### src/rtl/ptw_pkg.sv
package ptw_pkg;
  localparam int V_POS    = 0;
  localparam int D_POS    = 1;
  localparam int HUGE_POS = 6;
  localparam int HGLB_POS = 12;
  localparam int LVF_LO   = 13;
  localparam int LVF_HI   = 14;
  localparam int G_POS    = 52;
  localparam int TOPA_LO  = 61;

  typedef enum logic [1:0] {ST_IDLE, ST_REQ, ST_WAIT} walk_st_e;

  // byte offset of a directory slot selected by the address
  function automatic logic [63:0] slot_off(input logic [63:0] va,
                                           input logic [5:0] pos,
                                           input logic [4:0] wid);
    logic [63:0] idx;
    idx = (va >> pos) & ((64'd1 << wid) - 64'd1);
    return idx << 3;
  endfunction

  // turn a huge directory word into a leaf entry
  function automatic logic [63:0] huge_leaf(input logic [63:0] w);
    logic [63:0] r;
    r = w;
    r[LVF_HI:LVF_LO] = 2'b00;
    r[HUGE_POS] = 1'b0;
    if (w[HGLB_POS]) begin
      r[HGLB_POS] = 1'b0;
      r[G_POS] = 1'b1;
    end
    return r;
  endfunction

  // physical page address from a leaf and the in-page offset
  function automatic logic [63:0] leaf_pa(input logic [63:0] pte,
                                          input logic [63:0] va,
                                          input logic [63:0] pa_mask,
                                          input logic [5:0] off_pos,
                                          input int page_shift);
    logic [63:0] s;
    s = pte + (va & pa_mask & ((64'd1 << off_pos) - 64'd1));
    s[63:TOPA_LO] = 3'b000;
    return s & ~((64'd1 << page_shift) - 64'd1);
  endfunction
endpackage

### src/rtl/ptw_next_lvl.sv
module ptw_next_lvl #(
  parameter int LVLS = 5,
  parameter int LW_W = 5,
  localparam int LV_W = $clog2(LVLS)
) (
  input  logic [LVLS*LW_W-1:0] widths,
  input  logic [LV_W-1:0]      from_lvl,
  output logic [LV_W-1:0]      nxt_lvl
);
  logic [LVLS-1:0] cand;

  assign cand[0] = 1'b0;
  for (genvar l = 1; l < LVLS; l++) begin : g_cand
    assign cand[l] = (LV_W'(l) <= from_lvl) && (widths[l*LW_W +: LW_W] != '0);
  end

  // highest eligible directory level, level 0 when none remains
  always_comb begin
    nxt_lvl = '0;
    for (int l = 1; l < LVLS; l++)
      if (cand[l]) nxt_lvl = LV_W'(l);
  end
endmodule

### src/rtl/ptw_leaf_fmt.sv
module ptw_leaf_fmt #(
  parameter int PA_W = 48,
  parameter int PAGE_SHIFT = 12,
  parameter int LB_W = 6
) (
  input  logic [63:0]     word,
  input  logic            is_huge,
  input  logic [63:0]     va,
  input  logic [LB_W-1:0] off_pos,
  output logic            ok,
  output logic            wr,
  output logic [63:0]     pa
);
  import ptw_pkg::*;
  localparam logic [63:0] PA_MASK = (64'd1 << PA_W) - 64'd1;

  logic [63:0] pte;
  assign pte = is_huge ? huge_leaf(word) : word;
  assign ok  = pte[V_POS];
  assign wr  = pte[V_POS] & pte[D_POS];
  assign pa  = pte[V_POS] ? leaf_pa(pte, va, PA_MASK, 6'(off_pos), PAGE_SHIFT) : 64'd0;
endmodule

### src/rtl/ptw_walker.sv
module ptw_walker #(
  parameter int PA_W = 48,
  parameter int PAGE_SHIFT = 12,
  parameter int LVLS = 5,
  parameter int LB_W = 6,
  parameter int LW_W = 5
) (
  input  logic                 clk,
  input  logic                 rst_n,
  input  logic                 start,
  input  logic [63:0]          vaddr,
  input  logic [63:0]          root_hi,
  input  logic [63:0]          root_lo,
  input  logic [LVLS*LB_W-1:0] lvl_pos,
  input  logic [LVLS*LW_W-1:0] lvl_width,
  output logic                 mem_req_valid,
  output logic [PA_W-1:0]      mem_req_addr,
  input  logic                 mem_rsp_valid,
  input  logic [63:0]          mem_rsp_data,
  output logic                 done,
  output logic                 valid,
  output logic [63:0]          paddr,
  output logic                 writable
);
  import ptw_pkg::*;
  localparam int LV_W = $clog2(LVLS);
  localparam logic [LV_W-1:0] TOP_LVL = LV_W'(LVLS - 1);
  localparam logic [63:0] PA_MASK = (64'd1 << PA_W) - 64'd1;

  walk_st_e        st;
  logic [63:0]     va_q, base_q;
  logic [LV_W-1:0] lvl_q, from_lvl, nxt_lvl;

  // named events for the checker
  logic            ev_start, ev_leaf, ev_huge, ev_descend;
  logic [63:0]     dir_word, leaf_word, slot_addr, leaf_pa_w;
  logic            at_leaf_lvl, huge_hit, leaf_ok, leaf_wr;
  logic [LB_W-1:0] cur_pos;
  logic [LW_W-1:0] cur_wid;

  assign cur_pos     = lvl_pos[lvl_q*LB_W +: LB_W];
  assign cur_wid     = lvl_width[lvl_q*LW_W +: LW_W];
  assign at_leaf_lvl = (lvl_q == '0);
  assign dir_word    = mem_rsp_data & PA_MASK;
  assign huge_hit    = !at_leaf_lvl && dir_word[HUGE_POS];
  assign leaf_word   = at_leaf_lvl ? mem_rsp_data : dir_word;

  assign ev_start   = (st == ST_IDLE) && start;
  assign ev_leaf    = (st == ST_WAIT) && mem_rsp_valid && (at_leaf_lvl || huge_hit);
  assign ev_huge    = ev_leaf && huge_hit;
  assign ev_descend = (st == ST_WAIT) && mem_rsp_valid && !at_leaf_lvl && !huge_hit;

  assign from_lvl = (st == ST_IDLE) ? TOP_LVL : lvl_q - LV_W'(1);

  ptw_next_lvl #(.LVLS(LVLS), .LW_W(LW_W)) u_next (
    .widths  (lvl_width),
    .from_lvl(from_lvl),
    .nxt_lvl (nxt_lvl)
  );

  ptw_leaf_fmt #(.PA_W(PA_W), .PAGE_SHIFT(PAGE_SHIFT), .LB_W(LB_W)) u_leaf (
    .word   (leaf_word),
    .is_huge(huge_hit),
    .va     (va_q),
    .off_pos(cur_pos),
    .ok     (leaf_ok),
    .wr     (leaf_wr),
    .pa     (leaf_pa_w)
  );

  assign slot_addr     = base_q | slot_off(va_q, 6'(cur_pos), 5'(cur_wid));
  assign mem_req_valid = (st == ST_REQ);
  assign mem_req_addr  = slot_addr[PA_W-1:0];

  always_ff @(posedge clk or negedge rst_n) begin
    if (!rst_n) begin
      st       <= ST_IDLE;
      va_q     <= '0;
      base_q   <= '0;
      lvl_q    <= '0;
      done     <= 1'b0;
      valid    <= 1'b0;
      paddr    <= '0;
      writable <= 1'b0;
    end else begin
      done <= ev_leaf;
      unique case (st)
        ST_IDLE: if (start) begin
          va_q   <= vaddr;
          base_q <= (vaddr[63] ? root_hi : root_lo) & PA_MASK;
          lvl_q  <= nxt_lvl;
          st     <= ST_REQ;
        end
        ST_REQ: st <= ST_WAIT;
        ST_WAIT: begin
          if (ev_leaf) begin
            valid    <= leaf_ok;
            writable <= leaf_wr;
            paddr    <= leaf_pa_w;
            st       <= ST_IDLE;
          end else if (ev_descend) begin
            base_q <= dir_word;
            lvl_q  <= nxt_lvl;
            st     <= ST_REQ;
          end
        end
        default: st <= ST_IDLE;
      endcase
    end
  end
endmodule

### config.mk
export PLATFORM = sky130hd
export DESIGN_NAME = ptw_walker
export DESIGN_NICKNAME = d
export VERILOG_FILES = /design/src/rtl/ptw_pkg.sv /design/src/rtl/ptw_next_lvl.sv /design/src/rtl/ptw_leaf_fmt.sv /design/src/rtl/ptw_walker.sv
export SDC_FILE = /design/constraint.sdc
export NUM_CORES = 1
export LEC_CHECK = 0
export ABC_CLOCK_PERIOD_IN_PS = 6350
export CAP_MARGIN = 20
export CELL_PAD_IN_SITES_DETAIL_PLACEMENT = 1
export CELL_PAD_IN_SITES_GLOBAL_PLACEMENT = 1
export CORE_UTILIZATION = 37
export CTS_CLUSTER_DIAMETER = 150
export DETAILED_ROUTE_END_ITERATION = 8
export GPL_TIMING_DRIVEN = 0
export PLACE_DENSITY_LB_ADDON = 0.12
export REMOVE_ABC_BUFFERS = 1
export SYNTH_ARGS = -nofsm -noshare
export SYNTH_HDL_FRONTEND = slang
export SYNTH_SLANG_ARGS = --single-unit
### constraint.sdc
create_clock -name clk -period 6.35 [get_ports clk]
set_clock_uncertainty 0.1 [all_clocks]
set_input_delay 0.9525 -clock clk [delete_from_list [all_inputs] [get_ports clk]]
set_output_delay 0.9525 -clock clk [all_outputs]
set_load 0.01 [all_outputs]
==> impl_results.md <==
- Status: finished, final reports clean
- Number of routed nets with antenna violations: 0
- Sequential share of the synthesized area: 26.02%
- Worst Max-Slew Pin Slew: 1141 ps
- Synthesis warning total: 0
- Vias in the first global route: 17,624
- Period utilization: 98.51%
- Grt total ovfl: 0
- Clock latency on the worst-skew pair: 500 ps
- Nets: 2,697
- Mapped Avg Cell Area: 8.061 µm²
- Average wire per standard cell: 26.29 µm
- GR Util All Layers: 33.74%
- Most frequent cells in the layout: clkdlybuf4s50_1 (378), nand2_1 (259), mux2i_1 (224), dfrtp_1 (166), nor2_1 (165)
- Commonest non-fill, non-tap cell in the layout: clkdlybuf4s50_1
- Crit end category: output port
- # DRC: 0
- F_max: between 150 and 200 MHz
- Final hold viol count: 0
- RD Place Congestion: 0.9525
- Async set-reset flop share out of synthesis: 100.0%
- Cells on worst reg2reg path: 22
- Routed length on met2: 36,140 µm
- # IOs: 431
- # hold bufs at CTS: 0
- Worst Hold Class: primary input to async pin
- Post-route cell area: 22,000 µm²
- Worst path required time: 5300 ps
- Row count: 76
- Met1 WL: 34,340 µm
- Num CTS Buffers: 17
- Setup violators final: 0
- Top Layer Used: met4
- Number of distinct library cells after synthesis: 87
- Largest net degree at the start of global routing: 107
- Die X: 211.6 µm
- P&R area growth vs syn: 35.40%
- CP Data Arrival Time: roughly 5200 ps
- Critical Path Start Type: primary input
- First-pass DRT Iterations: 5
- First-pass GRT wire length: around 110,000 µm
- Worst r2r src: lvl_q[1]
- H-tree depth: 4
- Initial drt markers: 1,123
- Final Max Slew Viols: 0
- Post-DP HPWL: 60,960 µm
- Top FF cell, synth: dfrtp_1
- Cell count after synthesis: 2,016
- Type of the worst setup path: primary input to output port
- Max_slew headroom: a little under a quarter
- CTS Buffer Depth: 2
- CTS tree: done
- EDFF count, synth: 0
- Post-DP Area: ~21,000 µm²
- Vias per cell: 5.930
- Post-Syn Area: 16,250 µm²
- Area of the die: 44,760 µm²
- Number of port buffers: 380
- Total negative slack: 0 ps
- CTS sink cnt: 169
- Filler Cells Inserted: 5,097
- FF+latch count, synth: between 150 and 200
- Worst-path fanout max: 12
- Core area: 43,170 µm²
- WL met3: 4419 µm
- Drt total wl: 77,060 µm
- Initial Utilization: 37.64%
- Die span in y: roughly 210 µm
- Source of the critical timing path: lvl_width[21]
- Layout cell share with drive strength beyond 1: 12.84%
- Min Clock Period, post-route: 6255 ps
- Max-cap violations: 0
- Worst-path clk slew: approximately 70 ps
- Initial antenna violation count: 3
- DR vias: 17,382
- Clk root buf: clkbuf_16
## what timing repair did
action | CTS | global route
pin swaps | 3 | 16
gates cloned | 1 | 3
setup buffers | 8 | 30
resized for setup | 52 | 38
endpoints found under the setup margin | 87 | 35
## layout make-up
| class | count | area (µm²) | share of cell area, % |
|---|---|---|---|
| repair buffers | 453 | 4797 | 21.80 |
| clock buffers | 19 | 432.9 | 1.967 |
| clock inverters | 13 | 187.7 | 0.8530 |
| multi-input cells | 1660 | 11490 | 52.21 |
| diodes | 2 | 5.005 | 0.02275 |
| inverters | 30 | 120.1 | 0.5459 |
| well taps | 585 | 732.0 | 3.327 |
| flip-flops and latches | 169 | 4240 | 19.27 |
## cells in the mapped netlist (all sizes together) (8+ instances only)
cell type    n  area, µm²
a211oi      10      87.58
inv         30      112.6
and2        31      193.9
mux2i      226       2266
o21bai      22      165.2
a31oi       21      161.4
buf         81      559.3
a21o        40      300.3
xor2        18      157.7
nand3       37      185.2
o21ai      170      858.3
nand4       28      175.2
mux2       104       1182
a21oi      162      814.5
o31ai       11      87.58
o211ai      14      110.1
xnor2       27      236.5
nand2      263      987.2
clkbuf      91      341.6
and3        15      93.84
or3          8      50.05
nand2b       8      50.05
nor3        39      200.2
o22a         8      70.07
a21boi       9      67.56
o22ai       24      168.9
nor2       177      671.9
or4         11      82.58
nor4        16      115.1
o21a        12      90.09
ha          51      638.1
dfrtp      169       4229
## kinds of logic (layout without fill, tap and decap cells)
| logic type | Yosys count | after routing | share of synthesized area, % |
|---|---|---|---|
| XOR/XNOR | 45 | 45 | 2.425 |
| AND/OR/NAND/NOR | 654 | 654 | 18.27 |
| other | 1 | 17 | 0.02308 |
| AO/OA/AOI/OAI | 564 | 565 | 21.87 |
| flip-flops | 169 | 169 | 26.02 |
| multiplexers | 330 | 330 | 21.22 |
| adder cells (fa/ha/maj) | 51 | 51 | 3.927 |
| buffers and inverters | 202 | 515 | 6.236 |
## metal layers
metal  vias up  GRT usage, %
met2       557         55.20
li1       7943             -
met5         -             0
met1      8781         45.20
met3       101         5.237
met4         0         11.17
## worst paths after layout
| path | end | slack (ps) |
|---|---|---|
| max | mem_req_addr[9] | 90 |
| min | paddr[13] | 270 |
| max reg2reg | paddr[58] | 300 |
| min reg2reg | valid | 380 |
| max in group asynchronous | va_q[46] | 4850 |
| min in group clk | valid | 380 |
## worst max-delay path, cell delays in order
cell             delay [ps]
clkdlybuf4s50_1         420
mux2i_1                 160
nor2_1                   60
a21oi_1                 230
o22a_2                  310
nand2_2                 200
nor2_2                  240
nand2_1                 220
ha_4                    290
nor2_2                  300
nand2_1                 140
a21oi_1                 250
nor2_1                  110
a2111oi_0               520
or4b_1                  240
clkdlybuf4s50_1         550
## registers in the layout, indices dropped and copies added, names as in the netlist
| name | count |
|---|---|
| writable | 1 |
| va_q | 64 |
| done | 1 |
| st | 2 |
| valid | 1 |
| base_q | 48 |
| lvl_q | 3 |
| paddr | 49 |
## stage by stage
step / instances / util [%] / hold WS (ps) / setup slack [ps]
3_5_place_dp: 2854 / 47.80 / 362.7 / -2621
3_3_place_gp: 2823 / 46.18 / 358.0 / -16900
5_1_grt: 2929 / 50.96 / 304.4 / -20.28
4_1_cts: 2895 / 49.85 / 274.9 / 1.825
2_1_floorplan: 1858 / - / 341.3 / -5046
6_report: 2931 / 50.97 / 274.4 / 94.89
Power is left out: the tool's default activity adds up to more than one toggle a clock period on the data nets, which glitch-free logic cannot reach.
